File: config.mk
export PLATFORM = sky130hd
export DESIGN_NAME = ctrl_boot_seq
export DESIGN_NICKNAME = d
export VERILOG_FILES = /design/src/rtl/ctrl_boot_pkg.sv /design/src/rtl/ctrl_boot_wr.sv /design/src/rtl/ctrl_boot_rd.sv /design/src/rtl/ctrl_boot_fsm.sv /design/src/rtl/ctrl_boot_seq.sv
export SDC_FILE = /design/constraint.sdc
export NUM_CORES = 1
export LEC_CHECK = 0
export BUFFER_PORTS_ARGS = -buffer_cell sky130_fd_sc_hd__buf_4
export CORE_MARGIN = 5
export CORE_UTILIZATION = 55
export CTS_CLUSTER_DIAMETER = 50
export CTS_CLUSTER_SIZE = 30
export DETAILED_ROUTE_END_ITERATION = 10
export HOLD_SLACK_MARGIN = 0.06
export PLACE_DENSITY = 0.84
export SLEW_MARGIN = 0
export SYNTH_ARGS = -nofsm -noshare
export SYNTH_HDL_FRONTEND = slang
export SYNTH_HIERARCHICAL = 1
export SYNTH_SLANG_ARGS = --single-unit
File: constraint.sdc
create_clock -name clk_i -period 5.34 [get_ports clk_i]
set_input_delay 1.068 -clock clk_i [delete_from_list [all_inputs] [get_ports clk_i]]
set_output_delay 1.068 -clock clk_i [all_outputs]
set_load 0.02 [all_outputs]
File: src/rtl/ctrl_boot_pkg.sv
package ctrl_boot_pkg;

  typedef enum logic [2:0] {
    ST_IDLE,
    ST_SRST,
    ST_POLL,
    ST_GAP,
    ST_ENABLE,
    ST_LIVE,
    ST_FAULT
  } boot_state_e;

  localparam logic [1:0] RESP_OKAY = 2'b00;

endpackage

File: src/rtl/ctrl_boot_wr.sv
module ctrl_boot_wr #(
  parameter int ADDR_W = 8,
  parameter int DATA_W = 32
) (
  input  logic              clk_i,
  input  logic              rst_ni,
  input  logic              req_i,
  input  logic [ADDR_W-1:0] addr_i,
  input  logic [DATA_W-1:0] data_i,
  output logic [ADDR_W-1:0] awaddr_o,
  output logic              awvalid_o,
  input  logic              awready_i,
  output logic [DATA_W-1:0] wdata_o,
  output logic [DATA_W/8-1:0] wstrb_o,
  output logic              wvalid_o,
  input  logic              wready_i,
  input  logic [1:0]        bresp_i,
  input  logic              bvalid_i,
  output logic              bready_o,
  output logic              done_o,
  output logic              fail_o
);
  import ctrl_boot_pkg::*;

  localparam int STRB_W = DATA_W / 8;

  logic              busy_q;
  logic              aw_pend_q;
  logic              w_pend_q;
  logic [ADDR_W-1:0] addr_q;
  logic [DATA_W-1:0] data_q;

  // response accepted only while a write is open
  assign done_o = busy_q & bvalid_i;
  assign fail_o = done_o & (bresp_i != RESP_OKAY);

  always_ff @(posedge clk_i or negedge rst_ni) begin
    if (!rst_ni) begin
      busy_q    <= 1'b0;
      aw_pend_q <= 1'b0;
      w_pend_q  <= 1'b0;
      addr_q    <= '0;
      data_q    <= '0;
    end else if (!busy_q) begin
      if (req_i) begin
        busy_q    <= 1'b1;
        aw_pend_q <= 1'b1;
        w_pend_q  <= 1'b1;
        addr_q    <= addr_i;
        data_q    <= data_i;
      end
    end else begin
      if (aw_pend_q && awready_i) aw_pend_q <= 1'b0;
      if (w_pend_q && wready_i)   w_pend_q  <= 1'b0;
      if (done_o)                 busy_q    <= 1'b0;
    end
  end

  assign awaddr_o  = addr_q;
  assign awvalid_o = aw_pend_q;
  assign wdata_o   = data_q;
  assign wstrb_o   = {STRB_W{1'b1}};
  assign wvalid_o  = w_pend_q;
  assign bready_o  = busy_q;

endmodule

File: src/rtl/ctrl_boot_rd.sv
module ctrl_boot_rd #(
  parameter int ADDR_W    = 8,
  parameter int DATA_W    = 32,
  parameter int READY_BIT = 2
) (
  input  logic              clk_i,
  input  logic              rst_ni,
  input  logic              req_i,
  input  logic [ADDR_W-1:0] addr_i,
  output logic [ADDR_W-1:0] araddr_o,
  output logic              arvalid_o,
  input  logic              arready_i,
  input  logic [DATA_W-1:0] rdata_i,
  input  logic [1:0]        rresp_i,
  input  logic              rvalid_i,
  output logic              rready_o,
  output logic              done_o,
  output logic              fail_o,
  output logic              status_o
);
  import ctrl_boot_pkg::*;

  logic              busy_q;
  logic              ar_pend_q;
  logic [ADDR_W-1:0] addr_q;
  logic              unused_rdata;

  assign unused_rdata = ^rdata_i;

  assign done_o   = busy_q & rvalid_i;
  assign fail_o   = done_o & (rresp_i != RESP_OKAY);
  assign status_o = rdata_i[READY_BIT];

  always_ff @(posedge clk_i or negedge rst_ni) begin
    if (!rst_ni) begin
      busy_q    <= 1'b0;
      ar_pend_q <= 1'b0;
      addr_q    <= '0;
    end else if (!busy_q) begin
      if (req_i) begin
        busy_q    <= 1'b1;
        ar_pend_q <= 1'b1;
        addr_q    <= addr_i;
      end
    end else begin
      if (ar_pend_q && arready_i) ar_pend_q <= 1'b0;
      if (done_o)                 busy_q    <= 1'b0;
    end
  end

  assign araddr_o  = addr_q;
  assign arvalid_o = ar_pend_q;
  assign rready_o  = busy_q;

endmodule

File: src/rtl/ctrl_boot_fsm.sv
module ctrl_boot_fsm #(
  parameter int          DATA_W       = 32,
  parameter int          POLL_GAP     = 10,
  parameter int          POLL_TIMEOUT = 125000,
  parameter logic [31:0] RESET_CMD    = 32'h12,
  parameter logic [31:0] ENABLE_CMD   = 32'h11
) (
  input  logic              clk_i,
  input  logic              rst_ni,
  input  logic              wr_done_i,
  input  logic              wr_fail_i,
  input  logic              rd_done_i,
  input  logic              rd_fail_i,
  input  logic              rd_status_i,
  output logic              wr_req_o,
  output logic [DATA_W-1:0] wr_data_o,
  output logic              rd_req_o,
  output logic              init_ready_o,
  output logic              init_error_o
);
  import ctrl_boot_pkg::*;

  localparam int GAP_W = $clog2(POLL_GAP + 1);
  localparam int TMO_W = $clog2(POLL_TIMEOUT + 1);
  localparam logic [GAP_W-1:0] GAP_LAST = GAP_W'(POLL_GAP - 1);
  localparam logic [TMO_W-1:0] TMO_LIM  = TMO_W'(POLL_TIMEOUT);

  boot_state_e      state_q, state_d;
  logic [GAP_W-1:0] gap_q, gap_d;
  logic [TMO_W-1:0] poll_q, poll_d;

  always_comb begin
    state_d = state_q;
    gap_d   = gap_q;
    poll_d  = poll_q;
    unique case (state_q)
      ST_IDLE: state_d = ST_SRST;
      ST_SRST: begin
        if (wr_done_i) begin
          state_d = wr_fail_i ? ST_FAULT : ST_POLL;
          poll_d  = '0;
        end
      end
      ST_POLL: begin
        if (poll_q != TMO_LIM) poll_d = poll_q + 1'b1;
        if (rd_done_i) begin
          gap_d = '0;
          if (rd_fail_i)        state_d = ST_FAULT;
          else if (rd_status_i) state_d = ST_ENABLE;
          else                  state_d = ST_GAP;
        end
      end
      ST_GAP: begin
        // timeout only checked with no read outstanding
        if (poll_q != TMO_LIM) poll_d = poll_q + 1'b1;
        gap_d = gap_q + 1'b1;
        if (poll_q >= TMO_LIM)   state_d = ST_FAULT;
        else if (gap_q == GAP_LAST) state_d = ST_POLL;
      end
      ST_ENABLE: begin
        if (wr_done_i) state_d = wr_fail_i ? ST_FAULT : ST_LIVE;
      end
      ST_LIVE:  state_d = ST_LIVE;
      ST_FAULT: state_d = ST_FAULT;
      default:  state_d = ST_FAULT;
    endcase
  end

  always_ff @(posedge clk_i or negedge rst_ni) begin
    if (!rst_ni) begin
      state_q <= ST_IDLE;
      gap_q   <= '0;
      poll_q  <= '0;
    end else begin
      state_q <= state_d;
      gap_q   <= gap_d;
      poll_q  <= poll_d;
    end
  end

  assign wr_req_o     = (state_q == ST_SRST) || (state_q == ST_ENABLE);
  assign wr_data_o    = (state_q == ST_ENABLE) ? DATA_W'(ENABLE_CMD) : DATA_W'(RESET_CMD);
  assign rd_req_o     = (state_q == ST_POLL);
  assign init_ready_o = (state_q == ST_LIVE);
  assign init_error_o = (state_q == ST_FAULT);

endmodule

File: src/rtl/ctrl_boot_seq.sv
module ctrl_boot_seq #(
  parameter int              ADDR_W       = 8,
  parameter int              DATA_W       = 32,
  parameter int              READY_BIT    = 2,
  parameter int              POLL_GAP     = 10,
  parameter int              POLL_TIMEOUT = 125000,
  parameter logic [ADDR_W-1:0] CTRL_ADDR  = '0,
  parameter logic [31:0]     RESET_CMD    = 32'h12,
  parameter logic [31:0]     ENABLE_CMD   = 32'h11
) (
  input  logic                clk_i,
  input  logic                rst_ni,
  output logic [ADDR_W-1:0]   awaddr_o,
  output logic                awvalid_o,
  input  logic                awready_i,
  output logic [DATA_W-1:0]   wdata_o,
  output logic [DATA_W/8-1:0] wstrb_o,
  output logic                wvalid_o,
  input  logic                wready_i,
  input  logic [1:0]          bresp_i,
  input  logic                bvalid_i,
  output logic                bready_o,
  output logic [ADDR_W-1:0]   araddr_o,
  output logic                arvalid_o,
  input  logic                arready_i,
  input  logic [DATA_W-1:0]   rdata_i,
  input  logic [1:0]          rresp_i,
  input  logic                rvalid_i,
  output logic                rready_o,
  output logic                init_ready_o,
  output logic                init_error_o
);

  logic              wr_req, wr_done, wr_fail;
  logic              rd_req, rd_done, rd_fail, rd_status;
  logic [DATA_W-1:0] wr_data;

  ctrl_boot_fsm #(
    .DATA_W      (DATA_W),
    .POLL_GAP    (POLL_GAP),
    .POLL_TIMEOUT(POLL_TIMEOUT),
    .RESET_CMD   (RESET_CMD),
    .ENABLE_CMD  (ENABLE_CMD)
  ) u_fsm (
    .clk_i       (clk_i),
    .rst_ni      (rst_ni),
    .wr_done_i   (wr_done),
    .wr_fail_i   (wr_fail),
    .rd_done_i   (rd_done),
    .rd_fail_i   (rd_fail),
    .rd_status_i (rd_status),
    .wr_req_o    (wr_req),
    .wr_data_o   (wr_data),
    .rd_req_o    (rd_req),
    .init_ready_o(init_ready_o),
    .init_error_o(init_error_o)
  );

  ctrl_boot_wr #(
    .ADDR_W(ADDR_W),
    .DATA_W(DATA_W)
  ) u_wr (
    .clk_i    (clk_i),
    .rst_ni   (rst_ni),
    .req_i    (wr_req),
    .addr_i   (CTRL_ADDR),
    .data_i   (wr_data),
    .awaddr_o (awaddr_o),
    .awvalid_o(awvalid_o),
    .awready_i(awready_i),
    .wdata_o  (wdata_o),
    .wstrb_o  (wstrb_o),
    .wvalid_o (wvalid_o),
    .wready_i (wready_i),
    .bresp_i  (bresp_i),
    .bvalid_i (bvalid_i),
    .bready_o (bready_o),
    .done_o   (wr_done),
    .fail_o   (wr_fail)
  );

  ctrl_boot_rd #(
    .ADDR_W   (ADDR_W),
    .DATA_W   (DATA_W),
    .READY_BIT(READY_BIT)
  ) u_rd (
    .clk_i    (clk_i),
    .rst_ni   (rst_ni),
    .req_i    (rd_req),
    .addr_i   (CTRL_ADDR),
    .araddr_o (araddr_o),
    .arvalid_o(arvalid_o),
    .arready_i(arready_i),
    .rdata_i  (rdata_i),
    .rresp_i  (rresp_i),
    .rvalid_i (rvalid_i),
    .rready_o (rready_o),
    .done_o   (rd_done),
    .fail_o   (rd_fail),
    .status_o (rd_status)
  );

endmodule

# [After elaboration in Yosys (flattened, before gate mapping)]
# Cells that the tools add are included.
[totals] register_bits=61 in_bits=43 output_inout_bits=59 elab_cells=82
[op_classes] add_sub_neg=2 magnitude_cmp=1 eq_ne=16 muxes=30 bitwise=5 reduce_logical=19
[op_table] op="17-bit 2-to-1 mux" n=2
[op_table] op="17-bit case mux with 2 select lines" n=1
[op_table] op="3-bit 2-to-1 mux" n=8
[op_table] op="3-bit case mux with 6 select lines" n=1
[op_table] op="17-bit by 1-bit adder with 17-bit output, second input constant" n=1
[op_table] op="17-bit >= comparator, second input constant" n=1
[op_table] op="17-bit != test, second input constant" n=1
[op_table] op="1-bit 2-to-1 mux" n=14
[op_table] op="2-bit nonzero test" n=6
[op_table] op="2-bit AND reduction" n=5
[op_table] op="3-bit == test, second input constant" n=3
[op_table] op="2-bit by 1-bit != test with 1-bit output, second input constant" n=4
[op_table] op="4-bit case mux with 2 select lines" n=1
[op_table] op="3-bit by 2-bit == test with 1-bit output, second input constant" n=2
[op_table] op="2-bit != test, second input constant" n=3
[op_table] op="4-bit by 1-bit adder with 4-bit output, second input constant" n=1
[op_table] op="1-bit bitwise AND" n=4
[op_table] op="4-bit == test, second input constant" n=1
[op_table] op="2-bit 2-to-1 mux" n=2
[op_table] op="4-bit 2-to-1 mux" n=1
[op_table] op="4-bit AND reduction" n=1
[op_table] op="3-bit by 1-bit == test with 1-bit output, second input constant" n=1
[op_table] op="1-bit logical AND" n=3
[op_table] op="3-bit logical NOT" n=1
[op_table] op="5 further kinds" n=5

# [Logic depth before layout (Yosys ltp)]
# Gate-level depths: netlist of the first run.
[depth] ltp_word=5 ltp_mapped=7 mapped_depth_nobuf=6

# [Modules after synthesis]
# The synthesis of the first run kept the hierarchy.
[by_module_without_submodules] module="ctrl_boot_fsm" n_inst=1 cells_per_inst=196 area_per_inst_um2=1732.9 seq_area_each_um2=600.6
[by_module_without_submodules] module="ctrl_boot_wr" n_inst=1 cells_per_inst=103 area_per_inst_um2=1690.4 seq_area_each_um2=1076.0
[by_module_without_submodules] module="ctrl_boot_rd" n_inst=1 cells_per_inst=28 area_per_inst_um2=432.9 seq_area_each_um2=250.2
[by_module_without_submodules] module="ctrl_boot_seq" n_inst=1 cells_per_inst=1 area_per_inst_um2=3.8 seq_area_each_um2=0.0

# [Least setup slack after synthesis of the first run]
# No wires, ideal clock.
[synth_path] kind="reg-to-output" start="register u_fsm.state_q[1]" end="output init_ready_o" arrival_time_ns=1.217 required_ns=4.272 slack_ns=3.055 path_stages_with_launch=4 n_path_buf=2 path_cell_list="dfrtp_1 > buf_4 > clkbuf_1 > nor3b_1"
[synth_via] elab_chain_cells=1
[synth_lines] element="from (decl)" line_no="ctrl_boot_fsm.sv:28" text="boot_state_e state_q, state_d;"
[synth_lines] element="from (signal assigned)" line_no="ctrl_boot_fsm.sv:75" text="state_q <= state_d;"
[synth_lines] element="3-bit == test" line_no="ctrl_boot_fsm.sv:84" text="assign init_ready_o = (state_q == ST_LIVE);"
[synth_lines] element="to (decl)" line_no="ctrl_boot_seq.sv:30" text="output logic init_ready_o,"
# Every way passes these cells.

# [Worst setup path in the final report of the first run]
[layout_path] start="register u_fsm.state_q[2]" end="register u_wr.data_q[2], in the netlist u_wr/wdata_o[2]"
[layout_via] elab_chain_cells=3 elab_cells_between_ends=4 cone_classes="eq/ne: 2; reduce/logical: 2"
[layout_lines] element="3-bit by 1-bit == test with 1-bit output / 3-bit == test (equally long branches)" line_no="ctrl_boot_fsm.sv:81" text="assign wr_req_o = (state_q == ST_SRST) || (state_q == ST_ENABLE);"
[layout_lines] element="1-bit logical OR *" line_no="ctrl_boot_fsm.sv:81"
[layout_lines] element="net wr_req" line_no="ctrl_boot_seq.sv:34" text="logic wr_req, wr_done, wr_fail;"
[layout_lines] element="2-bit AND reduction (no source line) *"
[layout_lines] element="to (signal assigned)" line_no="ctrl_boot_wr.sv:50" text="data_q <= data_i;"
[layout_lines] element="to (decl)" line_no="ctrl_boot_wr.sv:31" text="logic [DATA_W-1:0] data_q;"
# The timed path passes the listed nets; every way through them passes the cells marked *.
# A chain may end at the register's enable or synchronous reset.

==> metrics.md, run 1 <==
| Metric | Value |
|---|---|
| Final ANT Viol Nets | 0 |
| CTS hold repair buffers | 0 |
| Peak supply drop | ~0.27 mV |
| Pwr dens | between 600 and 700 nW/um^2 |
| Clock latency on the worst-skew pair | around 0.35 ns |
| Largest net degree at the start of global routing | 78 |
| Reg2reg path depth | 5 |
| Router iterations before antenna repair | 4 |
| Worst-path maximum fanout | 40 |
| Clock Sinks | slightly below 80 |
| Row count | 30 |
| Netlist cell types | 52 |
| Overflow after GRT | 0 |
| Leak | roughly 0.0021 uW |
| Clock-pin slew on the worst setup and hold paths | 0.09 ns |
| First-pass GRT wire length | 11.5 mm |
| Ys async rst share | 1.00 |
| RSZ-0062 raised after global routing | no |
| Cell taking the most area after synthesis | dfrtp_1 |
| Via/cell ratio | just over 5 |
| WL final | 6.98 mm |
| Total power | between 2000 and 3000 uW |
| Syn Area/Cell | about 12 sq um |
| Hold path depth | 1 |
| Sequential area share after synthesis | 0.499 |
| Worst Path Arrival | 3.10 ns |
| Die area | between 8000 and 9000 sq um |
| Initial Utilization | 0.568 |
| Die Y | 93.8 um |
| Gp weighted congestion | approximately 0.86 |
| Most frequent cell after synthesis | dfrtp_1 |
| Synth top area cells | dfrtp_1, mux2_2, buf_4 |
| Cell Area, Synth | slightly below 4000 sq um |
| Routed wire per std cell | 13.9 um |
| Root buf cell | clkbuf_8 |
| Post-synthesis cell count | between 300 and 400 |
| Die Wd | between 90 and 100 um |
| CTS tree | done |
| Yosys top cell area share | 0.499 |
| Power share of the sequential group | 0.401 |
| Post-synth EDFFs | 0 |
| # Max-Cap Violations | 0 |
| Clock power frac | 0.147 |
| Final Cycle Share | 0.535 |
| Syn-to-layout area delta | 15.5% |
| Port Buffers | 66 |
| Sw frac | 0.401 |
| YS warnings | 6 |
| # resized after CTS | 0 |
| Normalized max-slew margin | 0.272 |
| Share of layout cells above drive strength 1 | 0.348 |
| Combinational fraction of design power | 0.452 |
| Worst setup path class | reg2reg |
| Ports | between 100 and 150 |
| N_diodes | 0 |
| Flops & latches, synth | 77 |
| Critical Path RT | 5.58 ns |
| Final core occ | 0.656 |
| Type of origin of the critical path | flip-flop |
| Post-CTS Setup Inserts | 0 |
| Final setup fails | 0 |
| Tmin final | approximately 2.9 ns |
| DR vias | about 2500 |
| CP Capture Type | flip-flop |
| Main synth FF type | dfrtp_1 |
| Clock buffer count from CTS | 9 |
| P_int | about 1700 uW |
| Area of the core | about 6800 sq um |
| Most instantiated cells after synthesis | dfrtp_1, mux2_2, buf_4, nor2_1 |
| Setup TNS | 0 ns |
| Clk_skew | roughly 0.010 ns |
| Hold Crit Class | reg2reg |
| Vias in the first global route | about 2500 |
| Status | finished, final reports clean |
| Fin nets | 450 |
| Initial antenna violation count | 0 |
| Bufs on Longest Clock Path | 2 |
| DR DRC count | 0 |
| Hold Violations, Final | 0 |
| F_max | 0.350 GHz |
| GRT Total Usage | 0.166 |
| Worst-Margin Slew | 1.09 ns |
| Slew Limit Fails | 0 |
| H-tree Lvls | 3 |
| Drt initial violations | ~130 |
| Detail Placement HPWL | ~5.0 mm |
| Sw power | between 1000 and 1500 uW |
-- metal layers --
| layer | global-route usage | wire, um |
|---|---|---|
| met5 | 0 | 0 |
| met4 | 0.0782 | 112 |
| met3 | 0.0329 | 363 |
| met2 | 0.272 | 3400 |
| met1 | 0.211 | 3110 |
-- final cells by class --
class / instances / area (sq um)
fillers: 546 / 2340
flip-flops and latches: 77 / 1930
multi-input cells: 237 / 1690
repair buffers: 66 / 495
clock buffers: 9 / 124
well taps: 96 / 120
clock inverters: 7 / 57.6
inverters: 12 / 45.0
-- final timing paths --
kind | from | endpoint | slack, ns
worst max register to register | u_fsm/state_q[2]$_DFFE_PN0P_ | u_wr/wdata_o[2]$_DFFE_PN0P_ | 2.48
worst max-delay path | u_fsm/state_q[2]$_DFFE_PN0P_ | u_wr/wdata_o[2]$_DFFE_PN0P_ | 2.48
max in group asynchronous | rst_ni | u_fsm/poll_q[2]$_DFFE_PN0P_ | 3.87
worst min register to register | u_wr/wdata_o[21]$_DFFE_PN0P_ | u_wr/wdata_o[21]$_DFFE_PN0P_ | 0.51
worst min-delay path | u_wr/wdata_o[21]$_DFFE_PN0P_ | u_wr/wdata_o[21]$_DFFE_PN0P_ | 0.51
min in group asynchronous | rst_ni | u_wr/wdata_o[5]$_DFFE_PN0P_ | 0.84
-- power by group through the flow --
stage	sequential, uW	clock, uW	combinational, uW
after CTS	1120	422	1280
after global routing	1170	447	1360
after detailed placement	1130	0	1280
final	1120	410	1270
after global placement	1110	0	1240
after floorplan	1290	0	675
-- sequential cells by signal (all words and copies together), names as in the netlist --
| name | count |
|---|---|
| u_wr/wdata_o | 32 |
| u_fsm/poll_q | 17 |
| u_rd/araddr_o | 8 |
| u_wr/awaddr_o | 8 |
| u_fsm/gap_q | 4 |
| u_fsm/state_q | 3 |
| u_rd/arvalid_o | 1 |
| u_rd/rready_o | 1 |
| u_wr/awvalid_o | 1 |
| u_wr/bready_o | 1 |
| u_wr/wvalid_o | 1 |
-- critical path: stages, from the launching register on --
cell     delay (ns)
dfrtp_1        0.61
nor2b_1        0.36
nor2_1         0.12
nor2_1         0.27
nor2b_4        0.95
mux2_2         0.44
-- kinds of logic (layout without fill, tap and decap cells) --
family | count (synthesis) | after routing | share of synthesized area
and+or+nand+nor | 87 | 87 | 0.131
DFF | 77 | 77 | 0.499
buffers and inverters | 60 | 94 | 0.108
muxes | 54 | 54 | 0.168
AOI/OAI and AO/OA | 33 | 33 | 0.0571
xor gates and xnor gates | 9 | 9 | 0.0204
adders and majority gates | 4 | 4 | 0.0130
other | 4 | 50 | 0.00389
-- through the flow --
step / cell area (sq um) / worst slack (ns) / hold slack (ns) / instances
final: 4460 / 2.48 / 0.511 / 504
after detailed placement: 4280 / 2.48 / 0.497 / 488
after floorplan: 4030 / 3.06 / 0.494 / 374
after CTS: 4460 / 2.48 / 0.517 / 504
after global routing: 4460 / 2.23 / 0.538 / 504
after global placement: 4280 / 2.56 / 0.490 / 488
-- placed cells by master (no fill, tap or decap), types with 2 or more instances in the layout --
master,count
or3_1,4
nor4b_1,2
nor3_1,6
inv_1,11
nor2_1,29
buf_4,66
a21oi_1,4
o211ai_1,2
clkinvlp_4,2
mux2i_1,2
nor3b_1,2
dfrtp_1,77
clkbuf_8,9
mux2_2,41
mux2_4,11
o21ai_0,9
and2_1,3
a311oi_1,3
nor2b_1,3
nand4_1,7
nor4_1,2
xor2_1,3
and4b_1,2
ha_1,4
o21a_1,3
nand2_1,10
o22ai_1,3
conb_1,50
nand2b_1,3
inv_6,2
xnor2_1,6
nand3_1,6
No activity file was read; power rests on OpenSTA's default activity.
==> run 2, diff against run 1 <==
--- a/config.mk
+++ b/config.mk
@@ -5,14 +5,15 @@
 export SDC_FILE = /design/constraint.sdc
 export NUM_CORES = 1
 export LEC_CHECK = 0
+export ABC_AREA = 1
 export BUFFER_PORTS_ARGS = -buffer_cell sky130_fd_sc_hd__buf_4
 export CORE_MARGIN = 5
-export CORE_UTILIZATION = 55
+export CORE_UTILIZATION = 50
 export CTS_CLUSTER_DIAMETER = 50
 export CTS_CLUSTER_SIZE = 30
 export DETAILED_ROUTE_END_ITERATION = 10
 export HOLD_SLACK_MARGIN = 0.06
-export PLACE_DENSITY = 0.84
+export PLACE_DENSITY = 0.8
 export SLEW_MARGIN = 0
 export SYNTH_ARGS = -nofsm -noshare
 export SYNTH_HDL_FRONTEND = slang
==> constraint.sdc (replaced) <==
create_clock -name clk_i -period 2.45 [get_ports clk_i]
set_input_delay 0.49 -clock clk_i [delete_from_list [all_inputs] [get_ports clk_i]]
set_output_delay 0.49 -clock clk_i [all_outputs]
set_load 0.02 [all_outputs]
==> metrics.md, run 2 <==
| Metric | Value |
|---|---|
| Status | finished, final reports clean |
| CP Capture Type | flip-flop |
| DR vias | between 3000 and 4000 |
| Final ANT Viol Nets | 0 |
| RSZ-0062 raised after global routing | no |
| Hold Violations, Final | 0 |
| Hold Crit Class | in2async |
| Syn Area/Cell | 7.59 sq um |
| Netlist cell types | 28 |
| Reg-to-Reg Start | u_fsm/state_q[2]$_DFFE_PN0P_ |
| Fin nets | between 600 and 700 |
| Worst-path maximum fanout | 22 |
| P_int | 3010 uW |
| Router iterations before antenna repair | 4 |
| Post-synth EDFFs | 0 |
| Die Wd | approximately 100 um |
| Sw power | around 2000 uW |
| Routed wire per std cell | ~12 um |
| Leak | ~0.0025 uW |
| Vias in the first global route | between 3000 and 4000 |
| Max reg flops | 32 |
| Share of layout cells above drive strength 1 | 0.170 |
| N_diodes | 0 |
| CTS hold repair buffers | 0 |
| Area of the core | approximately 8000 sq um |
| DP Area | about 4500 sq um |
| Die Y | roughly 100 um |
| Commonest non-fill, non-tap cell in the layout | nand2_1 |
| # Max-Cap Violations | 0 |
| Final setup fails | 0 |
| Bufs on Longest Clock Path | 2 |
| Main synth FF type | dfrtp_1 |
| Setup TNS | 0 ns |
| Type of origin of the critical path | flip-flop |
| First-pass GRT wire length | between 15 and 20 mm |
| YS warnings | 6 |
| Normalized max-slew margin | 0.592 |
| Tmin final | around 1.8 ns |
| FF/Latch Area | around 1900 sq um |
| WL final | just under 9 mm |
| Pwr dens | between 1000 and 1500 nW/um^2 |
| Cell Area, Synth | between 4000 and 5000 sq um |
| Clock Sinks | 77 |
| Combinational fraction of design power | 0.400 |
| Flops & latches, synth | 77 |
| Slew Limit Fails | 0 |
| Area of the multi-input gates | 1740 sq um |
| Initial antenna violation count | 0 |
| Root buf cell | clkbuf_8 |
| Worst setup path class | reg2reg |
| F_max | roughly 0.54 GHz |
| Clock-pin slew on the worst setup and hold paths | about 0.080 ns |
| DR DRC count | 0 |
| Fin area | roughly 4700 sq um |
| Max incr delay on CP | between 0.4 and 0.5 ns |
| Largest net degree at the start of global routing | a little under 50 |
| Post-synthesis cell count | roughly 530 |
| Detail Placement HPWL | ~6 mm |
| Reg2Reg Setup Slack | 0.60 ns |
| Via/cell ratio | about 4.8 |
| Drt initial violations | approximately 160 |
| Most used cell, CP | inv_2 |
| Cell family with most CP delay | simple AND/OR/NAND/NOR gates |
| Die area | around 10000 sq um |
| Peak supply drop | about 0.75 mV |
| Critical Path RT | approximately 2.7 ns |
| Cell taking the most area after synthesis | dfrtp_1 |
| Yosys top cell area share | 0.477 |
| Critical path origin | u_fsm/state_q[2]$_DFFE_PN0P_ |
| Post-CTS Setup Inserts | 0 |
| Ports | 102 |
| Critical-path cell with the highest stage delay | dfrtp_1 |
| Clock buffer count from CTS | 9 |
| Most frequent cell after synthesis | nand2_1 |
| Clock latency on the worst-skew pair | 0.36 ns |
| Worst Path Arrival | ~2.1 ns |
| Cell chain of the critical path | inv_2 > nand2_4 > inv_2 > nand3_1 > nand2_2 > inv_2 > o21ai_0 |
| Most frequent cells in the layout | nand2_1, dfrtp_1, buf_4, conb_1, inv_1 |
| Worst Hold Slack | approximately 0.14 ns |
| # resized after CTS | 0 |
| Synth top area cells | dfrtp_1, nand2_1, buf_4 |
| Most instantiated cells after synthesis | nand2_1, dfrtp_1, inv_1, buf_4, nand3_1 |
| Ys async rst share | 1.00 |
| Row count | 32 |
| Worst-Margin Slew | just over 0.6 ns |
| Fill count | a little under 700 |
| Initial Utilization | 0.517 |
| Overflow after GRT | 0 |
| GRT Total Usage | 0.190 |
| Syn-to-layout area delta | 17.2% |
| Power share of the sequential group | 0.378 |
| CP bufs+invs | 3 |
| Sw frac | 0.399 |
| H-tree Lvls | 3 |
| Clock power frac | 0.221 |
| Clk_skew | 0.0108 ns |
| Sequential area share after synthesis | 0.477 |
| Port Buffers | between 60 and 70 |
| Gp weighted congestion | 0.921 |
| CTS tree | done |
| Final Cycle Share | 0.754 |
==> run 2: layout make-up <==
type	instances	area share
clock buffer	10	0.0291
inverter	49	0.0388
clock inverter	6	0.0198
sequential	77	0.407
multi-input combinational	403	0.368
timing repair buffer	68	0.110
tap	102	0.0269
==> run 2: cells by family after synthesis <==
group           count (synthesis)  share of synthesized area
compound gates                 39                     0.0511
simple gates                  307                      0.315
xor+xnor                        3                    0.00650
flops                          77                      0.477
buf+inv                        98                      0.134
other cells                     4                    0.00372
fa+ha+maj                       4                     0.0124
==> run 2: stage by stage <==
stage | power (uW) | utilization | std cells | setup WS, ns
after floorplan | 3180 | - | 578 | 1.05
after global placement | 3860 | 0.577 | 699 | 0.723
after detailed placement | 3930 | 0.577 | 699 | 0.643
after CTS | 5050 | 0.607 | 715 | 0.598
after global routing | 5340 | 0.607 | 715 | 0.390
final | 5010 | 0.607 | 715 | 0.604
==> run 2: power by group through the flow <==
stage | Combinational, uW | Sequential (uW) | Clock, uW
after global routing | 2220 | 1950 | 1180
after detailed placement | 2020 | 1910 | 0
final | 2000 | 1890 | 1110
after floorplan | 887 | 2290 | 0
after global placement | 1960 | 1890 | 0
after CTS | 2020 | 1900 | 1130
==> run 2: worst paths after layout <==
| path | to | cells after the start |
|---|---|---|
| setup reg to reg | u_fsm/poll_q[9]$_DFFE_PN0P_ | 7 |
| hold / removal | u_wr/awaddr_o[1]$_DFFE_PN0P_ | 1 |
| min in group clk_i | u_wr/bready_o$_DFF_PN0_ | 2 |
| hold reg to reg | u_wr/wdata_o[26]$_DFFE_PN0P_ | 2 |
| setup / recovery | u_fsm/poll_q[9]$_DFFE_PN0P_ | 7 |
| max in group asynchronous | u_fsm/poll_q[16]$_DFFE_PN0P_ | 2 |
==> run 2: per-layer routing <==
layer,share of wire,up-vias,global-route usage,wire [um]
li1,-,1709,-,-
met2,0.50,92,0.331,4400
met4,0.016,0,0.0683,138
met5,0,-,0,0
met3,0.058,14,0.0438,510
met1,0.42,1636,0.228,3710
